===== src/rtl/btm_pkg.sv =====
package btm_pkg;
   typedef enum logic [1:0] {
      BTM_TEST  = 2'b00,
      BTM_SET   = 2'b01,
      BTM_CLR   = 2'b10,
      BTM_FLIP  = 2'b11
   } btm_op_e;

   localparam int BTM_FLAG_W = 6;
   localparam int BTM_CF_POS = 0;
endpackage


===== src/rtl/btm_offset_sel.sv =====
module btm_offset_sel #(
   parameter int DATA_W   = 32,
   parameter int NARROW_W = 16,
   parameter int IMM_W    = 8,
   localparam int IDX_W   = $clog2(DATA_W),
   localparam int NIDX_W  = $clog2(NARROW_W)
) (
   input  logic [IMM_W-1:0]  imm_offset,
   input  logic [DATA_W-1:0] reg_offset,
   input  logic              offset_src,
   input  logic              size32,
   output logic [IDX_W-1:0]  bit_idx
);
   logic [DATA_W-1:0] raw_off;
   logic              unused_hi;

   initial begin
      assert (IMM_W >= IDX_W) else $error("immediate narrower than index");
      assert (DATA_W >= IMM_W) else $error("immediate wider than data");
   end

   always_comb begin
      raw_off = offset_src ? reg_offset : {{(DATA_W-IMM_W){1'b0}}, imm_offset};
      if (size32) bit_idx = raw_off[IDX_W-1:0];
      else        bit_idx = {{(IDX_W-NIDX_W){1'b0}}, raw_off[NIDX_W-1:0]};
   end

   assign unused_hi = ^raw_off[DATA_W-1:IDX_W];
endmodule


===== src/rtl/btm_bit_mod.sv =====
module btm_bit_mod
   import btm_pkg::*;
#(
   parameter int DATA_W = 32,
   localparam int IDX_W = $clog2(DATA_W)
) (
   input  logic [DATA_W-1:0] operand,
   input  logic [IDX_W-1:0]  bit_idx,
   input  btm_op_e           op,
   output logic [DATA_W-1:0] new_word,
   output logic              old_bit,
   output logic              write_back
);
   assign old_bit    = operand[bit_idx];
   assign write_back = (op != BTM_TEST);

   for (genvar i = 0; i < DATA_W; i++) begin : g_bit
      logic hit;
      assign hit = (bit_idx == IDX_W'(i));
      always_comb begin
         new_word[i] = operand[i];
         if (hit) begin
            unique case (op)
               BTM_TEST: new_word[i] = operand[i];
               BTM_SET:  new_word[i] = 1'b1;
               BTM_CLR:  new_word[i] = 1'b0;
               BTM_FLIP: new_word[i] = ~operand[i];
            endcase
         end
      end
   end
endmodule


===== src/rtl/btm_flag_merge.sv =====
module btm_flag_merge #(
   parameter int FLAG_W = 6,
   parameter int CF_POS = 0
) (
   input  logic [FLAG_W-1:0] flags_in,
   input  logic              new_cf,
   output logic [FLAG_W-1:0] flags_out,
   output logic [FLAG_W-1:0] upd_mask
);
   initial begin
      assert (CF_POS < FLAG_W) else $error("carry position outside flag vector");
   end

   for (genvar i = 0; i < FLAG_W; i++) begin : g_flag
      if (i == CF_POS) begin : g_cf
         assign flags_out[i] = new_cf;
         assign upd_mask[i]  = 1'b1;
      end else begin : g_keep
         assign flags_out[i] = flags_in[i];
         assign upd_mask[i]  = 1'b0;
      end
   end
endmodule


===== src/rtl/btm_unit.sv =====
module btm_unit
   import btm_pkg::*;
#(
   parameter int DATA_W   = 32,
   parameter int NARROW_W = 16,
   parameter int IMM_W    = 8,
   localparam int IDX_W   = $clog2(DATA_W),
   localparam int FLAG_W  = BTM_FLAG_W
) (
   input  logic              clk,
   input  logic              rst_n,
   input  logic              req_valid,
   input  logic [DATA_W-1:0] operand,
   input  logic [IMM_W-1:0]  imm_offset,
   input  logic [DATA_W-1:0] reg_offset,
   input  logic              offset_src,
   input  logic              size32,
   input  logic [1:0]        op,
   input  logic [FLAG_W-1:0] flags_in,
   output logic              res_valid,
   output logic [DATA_W-1:0] result,
   output logic              wr_en,
   output logic              carry,
   output logic [FLAG_W-1:0] flags_out,
   output logic [FLAG_W-1:0] flags_mask
);
   initial begin
      assert (DATA_W == 2 * NARROW_W) else $error("wide width must be twice narrow width");
      assert ((1 << IDX_W) == DATA_W) else $error("data width must be a power of two");
   end

   logic [IDX_W-1:0]  bit_idx;
   logic [DATA_W-1:0] new_word;
   logic              old_bit;
   logic              write_back;
   logic [FLAG_W-1:0] flags_nx;
   logic [FLAG_W-1:0] mask_nx;
   btm_op_e           op_e;

   assign op_e = btm_op_e'(op);

   btm_offset_sel #(.DATA_W(DATA_W), .NARROW_W(NARROW_W), .IMM_W(IMM_W)) i_off (
      .imm_offset (imm_offset),
      .reg_offset (reg_offset),
      .offset_src (offset_src),
      .size32     (size32),
      .bit_idx    (bit_idx)
   );

   btm_bit_mod #(.DATA_W(DATA_W)) i_mod (
      .operand    (operand),
      .bit_idx    (bit_idx),
      .op         (op_e),
      .new_word   (new_word),
      .old_bit    (old_bit),
      .write_back (write_back)
   );

   btm_flag_merge #(.FLAG_W(FLAG_W), .CF_POS(BTM_CF_POS)) i_flg (
      .flags_in  (flags_in),
      .new_cf    (old_bit),
      .flags_out (flags_nx),
      .upd_mask  (mask_nx)
   );

   always_ff @(posedge clk) begin
      if (!rst_n) begin
         res_valid  <= 1'b0;
         result     <= '0;
         wr_en      <= 1'b0;
         carry      <= 1'b0;
         flags_out  <= '0;
         flags_mask <= '0;
      end else if (req_valid) begin
         res_valid  <= 1'b1;
         result     <= new_word;
         wr_en      <= write_back;
         carry      <= old_bit;
         flags_out  <= flags_nx;
         flags_mask <= mask_nx;
      end else begin
         res_valid  <= 1'b0;
         wr_en      <= 1'b0;
         flags_mask <= '0;
      end
   end

   // test leaves the word as it was and requests no store
   a_r4_test_no_write: assert property (@(posedge clk) disable iff (!rst_n)
      (req_valid && op == 2'b00) |=> (result == $past(operand) && !wr_en));

   // at most one bit of the word changes, exactly one on complement
   a_r5_single_bit: assert property (@(posedge clk) disable iff (!rst_n)
      req_valid |=> ($countones(result ^ $past(operand)) <= 1));
   a_r5_flip_one: assert property (@(posedge clk) disable iff (!rst_n)
      (req_valid && op == 2'b11) |=> ($countones(result ^ $past(operand)) == 1));
   a_r5_set_grows: assert property (@(posedge clk) disable iff (!rst_n)
      (req_valid && op == 2'b01) |=> ((result & $past(operand)) == $past(operand)));
   a_r5_clr_shrinks: assert property (@(posedge clk) disable iff (!rst_n)
      (req_valid && op == 2'b10) |=> ((result | $past(operand)) == $past(operand)));

   // every modifying opcode requests a store
   a_r6_wr_en: assert property (@(posedge clk) disable iff (!rst_n)
      (req_valid && op != 2'b00) |=> wr_en);

   // narrow mode never touches the upper half
   a_r8_upper_kept: assert property (@(posedge clk) disable iff (!rst_n)
      (req_valid && !size32) |=> (result[DATA_W-1:NARROW_W] == $past(operand[DATA_W-1:NARROW_W])));

   // non-carry flags pass through, mask names only carry
   a_r9_flags_pass: assert property (@(posedge clk) disable iff (!rst_n)
      req_valid |=> (((flags_out ^ $past(flags_in)) & ~FLAG_W'(1 << BTM_CF_POS)) == '0
                     && $onehot0(flags_mask) && flags_mask[BTM_CF_POS]));

   // carry out matches the flag-vector carry bit
   a_r3_carry_copy: assert property (@(posedge clk) disable iff (!rst_n)
      res_valid |-> (flags_out[BTM_CF_POS] == carry));

   // idle cycles carry no store request and no flag update
   a_r10_idle: assert property (@(posedge clk) disable iff (!rst_n)
      !req_valid |=> (!res_valid && !wr_en && flags_mask == '0));
endmodule


===== config.mk =====
export PLATFORM = sky130hd
export DESIGN_NAME = btm_unit
export DESIGN_NICKNAME = d
export VERILOG_FILES = /design/src/rtl/btm_pkg.sv /design/src/rtl/btm_offset_sel.sv /design/src/rtl/btm_bit_mod.sv /design/src/rtl/btm_flag_merge.sv /design/src/rtl/btm_unit.sv
export SDC_FILE = /design/constraint.sdc
export NUM_CORES = 1
export LEC_CHECK = 0
export BUFFER_PORTS_ARGS = -buffer_cell sky130_fd_sc_hd__clkbuf_2
export CORE_MARGIN = 4
export CORE_UTILIZATION = 46
export DETAILED_ROUTE_END_ITERATION = 12
export PLACE_DENSITY = 0.8
export SYNTH_ARGS = -nofsm -noshare
export SYNTH_HDL_FRONTEND = slang
export SYNTH_SLANG_ARGS = --single-unit

===== constraint.sdc =====
create_clock -name clk -period 2.48 [get_ports clk]
set_input_delay 0.496 -clock clk [delete_from_list [all_inputs] [get_ports clk]]
set_output_delay 0.496 -clock clk [all_outputs]
set_load 0.01 [all_outputs]

# After elaboration in Yosys (flattened, before gate mapping)
# Index checks and enable logic that the tools add are counted.
[totals]
inputBits = 85
regBits = 47
[op_classes]
n_reduce_logical = 4
n_lt_le_gt_ge = 1
eq_ne = 34
mux = 70
bitwise = 32
[op_table]
columns = ["cell", "count"]
rows = [
  ["1-bit one-hot mux with 4 select lines", 32],
  ["5-bit equality test, second input constant", 16],
  ["5-bit by 4-bit equality test with 1-bit output, second input constant", 8],
  ["1-bit 2-to-1 mux", 35],
  ["1-bit inverter", 32],
  ["5-bit by 3-bit equality test with 1-bit output, second input constant", 4],
  ["5-bit by 2-bit equality test with 1-bit output, second input constant", 2],
  ["5-bit 2-to-1 mux", 2],
  ["5-bit by 6-bit < comparator with 1-bit output, second input constant", 1],
  ["1-bit binary-select mux with 5-bit select", 1],
  ["5-bit by 1-bit equality test with 1-bit output, second input constant", 1],
  ["5-bit logical NOT", 1],
  ["2-bit equality test, second input constant", 2],
  ["2-bit by 1-bit equality test with 1-bit output, second input constant", 1],
  ["2-bit logical NOT", 1],
  ["2-bit AND reduction", 1],
  ["2-bit nonzero test", 1],
]

# Logic depth before layout (Yosys ltp)
[depth]
word_depth = 4
mapped_depth = 9

# Modules after synthesis
# Synthesis repeated with hierarchy kept, for this count alone.
[unflattened]
hier_cells = 308
area_unflattened_um2 = 2785.2
[modules_own_cells]
columns = ["module", "n_inst", "area_per_inst_um2", "cells_each", "seq_area_each_um2"]
rows = [
  ["btm_unit", 1, 1721.7, 143, 940.9],
  ["btm_bit_mod", 1, 904.6, 145, 0.0],
  ["btm_flag_merge", 1, 97.6, 14, 0.0],
  ["btm_offset_sel", 1, 61.3, 6, 0.0],
]

# Worst setup path after synthesis
# No wires, ideal clock.
[synth_timing]
path_type = "input to register"
startpoint = "in offset_src"
endpoint = "reg flags_out[0]"
n_path_buf = 2
path_stages = 7
arrival_ns = 2.152
slack_ns = 0.206
t_required_ns = 2.358
path_cell_list = "buf_6 buf_2 mux2_2 mux4_2 a22o_1 a211o_1 a221o_1"
[synth_between]
elab_chain_cells = 4
[synth_lines]
columns = ["item", "line", "text"]
rows = [
  ["from (decl)", "btm_unit.sv:16", "input logic offset_src,"],
  ["5-bit 2-to-1 mux", "btm_offset_sel.sv:23", "raw_off = offset_src ? reg_offset : {{(DATA_W-IMM_W){1'b0}}, imm_offset};"],
  ["5-bit 2-to-1 mux", "btm_offset_sel.sv:24", "if (size32) bit_idx = raw_off[IDX_W-1:0];"],
  ["1-bit binary-select mux with 5-bit select", "btm_bit_mod.sv:14", "assign old_bit = operand[bit_idx];"],
  ["1-bit 2-to-1 mux (implied by the code)", "btm_bit_mod.sv:14", ""],
  ["to (signal assigned)", "btm_unit.sv:79", "flags_out <= flags_nx;"],
  ["to (decl)", "btm_unit.sv:24", "output logic [FLAG_W-1:0] flags_out,"],
]
# No other way between the ends. The select of a mux whose other input is x is not followed.
# A chain may end at the register's enable or synchronous reset.

# Worst setup path after layout
[layout_timing]
startpoint = "in offset_src"
endpoint = "reg result[1]"
[layout_between]
elab_chain_cells = 4
[layout_lines]
columns = ["item", "line", "text"]
rows = [
  ["5-bit 2-to-1 mux", "btm_offset_sel.sv:23", ""],
  ["5-bit 2-to-1 mux", "btm_offset_sel.sv:24", ""],
  ["5-bit by 1-bit equality test with 1-bit output", "btm_bit_mod.sv:19", "assign hit = (bit_idx == IDX_W'(i));"],
  ["1-bit 2-to-1 mux", "btm_bit_mod.sv:22", "if (hit) begin"],
  ["to (signal assigned)", "btm_unit.sv:76", "result <= new_word;"],
  ["to (decl)", "btm_unit.sv:21", "output logic [DATA_W-1:0] result,"],
]
# No other way between the ends.

==> results.txt <==
----------------------------------------------------
[Status]
  Run status ... completed

[Power]
  Logic pwr share ... between 20% and 30%
  Leakage power figure ... around 1.4 nW
  Fraction of power consumed by sequential logic ... 44.6%
  Psw ... around 0.48 mW
  Clk network pwr share ... around 28%
  Final Power ... 1.57 mW
  Cell area power density ... 462 mW/mm^2
  P_int ... about 1.1 mW
  Max rail drop VDD ... about 0.34 mV
  Switching power share of the total ... between 30% and 40%

[Placement]
  Placed wire-length estimate ... 6360 microns
  Number of input and output port buffers inserted ... 95
  RePlAce Congestion ... a little under 1

[Drt]
  DR WL/cell ... approximately 17 microns
  Total number of vias ... between 3000 and 4000
  Total wirelength of the detailed-routed design ... approximately 8400 microns
  Post-DRT Antenna Nets ... 0
  DRC violation total after the first TritonRoute iteration ... approximately 320
  Count of TritonRoute iterations in the first routing pass ... 5
  Drt via density ... ~6
  DRC errors left ... 0

[Worst setup path]
  Largest driver fanout on the critical path ... 24
  Element type at the critical path end ... flip-flop
  Kind of launch point of the worst setup path ... input port
  Arrival time of data at the critical path endpoint ... between 2000 and 2500 ps
  Crit Path Category ... input port to flip-flop
  Worst Path Required ... around 2700 ps

[Synthesis]
  Adder and majority gate portion of the synthesized area ... 0%
  Share of the yosys chip area belonging to registers ... between 20% and 30%
  Mapped Cells ... 330
  Dominant combinational cell family by area after synthesis ... simple AND/OR/NAND/NOR gates
  Multiplexer share of the synthesized area ... about 7.1%
  Yosys top cell area share ... roughly 29%
  Post-synth ARST share ... 0%
  Syn Std Cell Area ... about 0.0028 sq mm
  Compound-Gate Fraction of Synth Area ... between 20% and 30%
  Average cell area after synthesis ... 8.37 sq um
  Area contributors post-synth ... sky130_fd_sc_hd__dfxtp_1, sky130_fd_sc_hd__a21boi_0, sky130_fd_sc_hd__o211ai_1
  Xor-xnor portion of the synthesized cell area ... 0%
  Most instantiated flip-flop cell in the synthesis netlist ... sky130_fd_sc_hd__dfxtp_1
  Simple-gate share of the synthesized area ... between 20% and 30%
  YS warnings ... 0
  Number of synthesized flops with an enable pin ... 0
  Count of different cell masters after synthesis ... 55
  Largest area contributor in the synthesized netlist ... sky130_fd_sc_hd__dfxtp_1
  Synth Register Bits ... 40

[Die]
  Number of I/O pins ... 132
  Die X ... 85.5 microns
  Initial Utilization ... between 40% and 50%
  Die height ... 85.5 microns
  Full die area ... ~0.0073 sq mm
  Core Box Area ... about 0.0057 sq mm
  Std-Cell Rows ... 27

[GRT]
  Initial antenna violation count ... 0
  Via count of the first global-routing pass ... roughly 2800
  Final global-route overflow total ... 0
  Largest net degree at the start of global routing ... 57
  First-pass GRT wire length ... about 14000 microns
  Total GRT Usage ... 23.1%

[Timing]
  Highest attainable clock frequency ... about 470 MHz
  Setup clock skew after layout ... 0 ps
  Pin slew with the least headroom to its limit ... 1050 ps
  Final number of hold-violating endpoints ... 0
  Post-route fraction of the period consumed by the critical path ... ~85%
  Setup repair after global routing missed its margin ... no
  Final Max Slew Viols ... 0
  Min Tclk post-route ... roughly 2100 ps
  Setup Viol. Count Final ... 0
  Total negative slack ... 0 ps
  Worst slew margin relative to its limit ... between 20 and 30%
  Worst hold slack after final layout ... around 450 ps

[Clocking]
  Insertion delay to the later sink of the worst-skew pair ... 290 ps
  Post-CTS clock slew at the launch and capture registers of the worst setup and hold paths ... ~70 ps
  Total clock sinks ... 40
  Buffers inserted during post-CTS setup optimization ... 0
  H-tree Lvls ... 2
  Root cell of the clock tree ... sky130_fd_sc_hd__clkbuf_8
  Number of cells upsized or downsized after cts ... 0
  Number of hold buffers added after cts ... 0
  CTS tree ... done
  Largest buffer count on any clock path ... 2
  Number of buffers created by CTS ... 5

[Finish]
  Commonest cells after routing, fill and taps aside ... sky130_fd_sc_hd__clkbuf_2, sky130_fd_sc_hd__dfxtp_1, sky130_fd_sc_hd__nand2b_1
  Area growth from synthesis to final layout ... 22.7%
  Most common cell after layout, fill and taps aside ... sky130_fd_sc_hd__clkbuf_2
  Proportion of layout cells with a drive suffix above 1 ... approximately 31%
  Diodes inserted ... 0
  Number of nets in the final layout ... 499

[Worst hold path]
  Type of the most critical hold path ... input port to flip-flop

[Job]
  Maxcap violations ... 0

----------------------------------------------------
[through the flow]
stage          instances  setup WS (ps)  cell area [sq um]  util (%)
6_report             487            366               3390      59.7
5_1_grt              487            152               3390      59.7
4_1_cts              487            416               3390      59.7
3_5_place_dp         479            107               3300      58.1
3_3_place_gp         479            101               3300      58.1
2_1_floorplan        334            206               2780         -
[state kept, by name, indices dropped and copies added, names as in the netlist]
| name | count |
|---|---|
| flags_out | 6 |
| res_valid | 1 |
| result | 32 |
| wr_en | 1 |
[synthesized netlist by cell type (3+ instances only)]
library cell and number:
sky130_fd_sc_hd__nand2b_1 36, sky130_fd_sc_hd__buf_2 3, sky130_fd_sc_hd__and3b_1 3, sky130_fd_sc_hd__nor2b_1 8, sky130_fd_sc_hd__inv_1 4, sky130_fd_sc_hd__clkbuf_1 27
sky130_fd_sc_hd__a21boi_0 33, sky130_fd_sc_hd__nor3_1 32, sky130_fd_sc_hd__dfxtp_1 40, sky130_fd_sc_hd__nor2_1 5, sky130_fd_sc_hd__o21a_1 6, sky130_fd_sc_hd__nand2_1 4
sky130_fd_sc_hd__nand4_1 32, sky130_fd_sc_hd__o211ai_1 32, sky130_fd_sc_hd__mux2i_1 6, sky130_fd_sc_hd__and4b_1 3, sky130_fd_sc_hd__buf_4 7
[routing by layer]
layer | track usage [%] | wire length, microns
met2 | 36.0 | 3780
met4 | 10.2 | 224
met1 | 30.3 | 3570
met5 | 0 | 0
met3 | 5.57 | 844
[critical path, stage by stage]
cell	delay, ps
sky130_fd_sc_hd__clkbuf_2	120
sky130_fd_sc_hd__buf_12	160
sky130_fd_sc_hd__mux2i_1	130
sky130_fd_sc_hd__o21ai_1	820
sky130_fd_sc_hd__nor3_1	150
sky130_fd_sc_hd__o211ai_1	280
sky130_fd_sc_hd__a21boi_0	120
[area by class of cell]
type / instances / area, sq um
fillers: 536 / 2290
multi-input cells: 251 / 1780
flip-flops and latches: 40 / 801
repair buffers: 112 / 616
clock buffers: 8 / 90.1
well taps: 72 / 90.1
inverters: 4 / 15.0
[cell families after synthesis]
family,count (synthesis)
other,1
AO/OA/AOI/OAI,100
AND/OR/NAND/NOR,133
multiplexers,13
buffers and inverters,43
flip-flops,40
[final timing paths]
| path | depth (start not counted) | slack (ps) | endpoint | from |
|---|---|---|---|---|
| setup / recovery | 7 | 370 | result[1] | offset_src |
| hold reg to reg | 2 | 480 | result[8] | result[8] |
| setup reg to reg | 2 | 1620 | flags_out[0] | flags_out[0] |
| hold / removal | 3 | 450 | wr_en | op[0] |
[power by group through the flow]
stage / logic (mW) / clock network, mW / registers (mW)
floorplan: 0.231 / 0 / 0.731
global placement: 0.409 / 0 / 0.712
detailed placement: 0.416 / 0 / 0.714
CTS: 0.418 / 0.457 / 0.699
global route: 0.461 / 0.479 / 0.703
finish: 0.423 / 0.445 / 0.699
No activity file was read; power rests on OpenSTA's default activity.
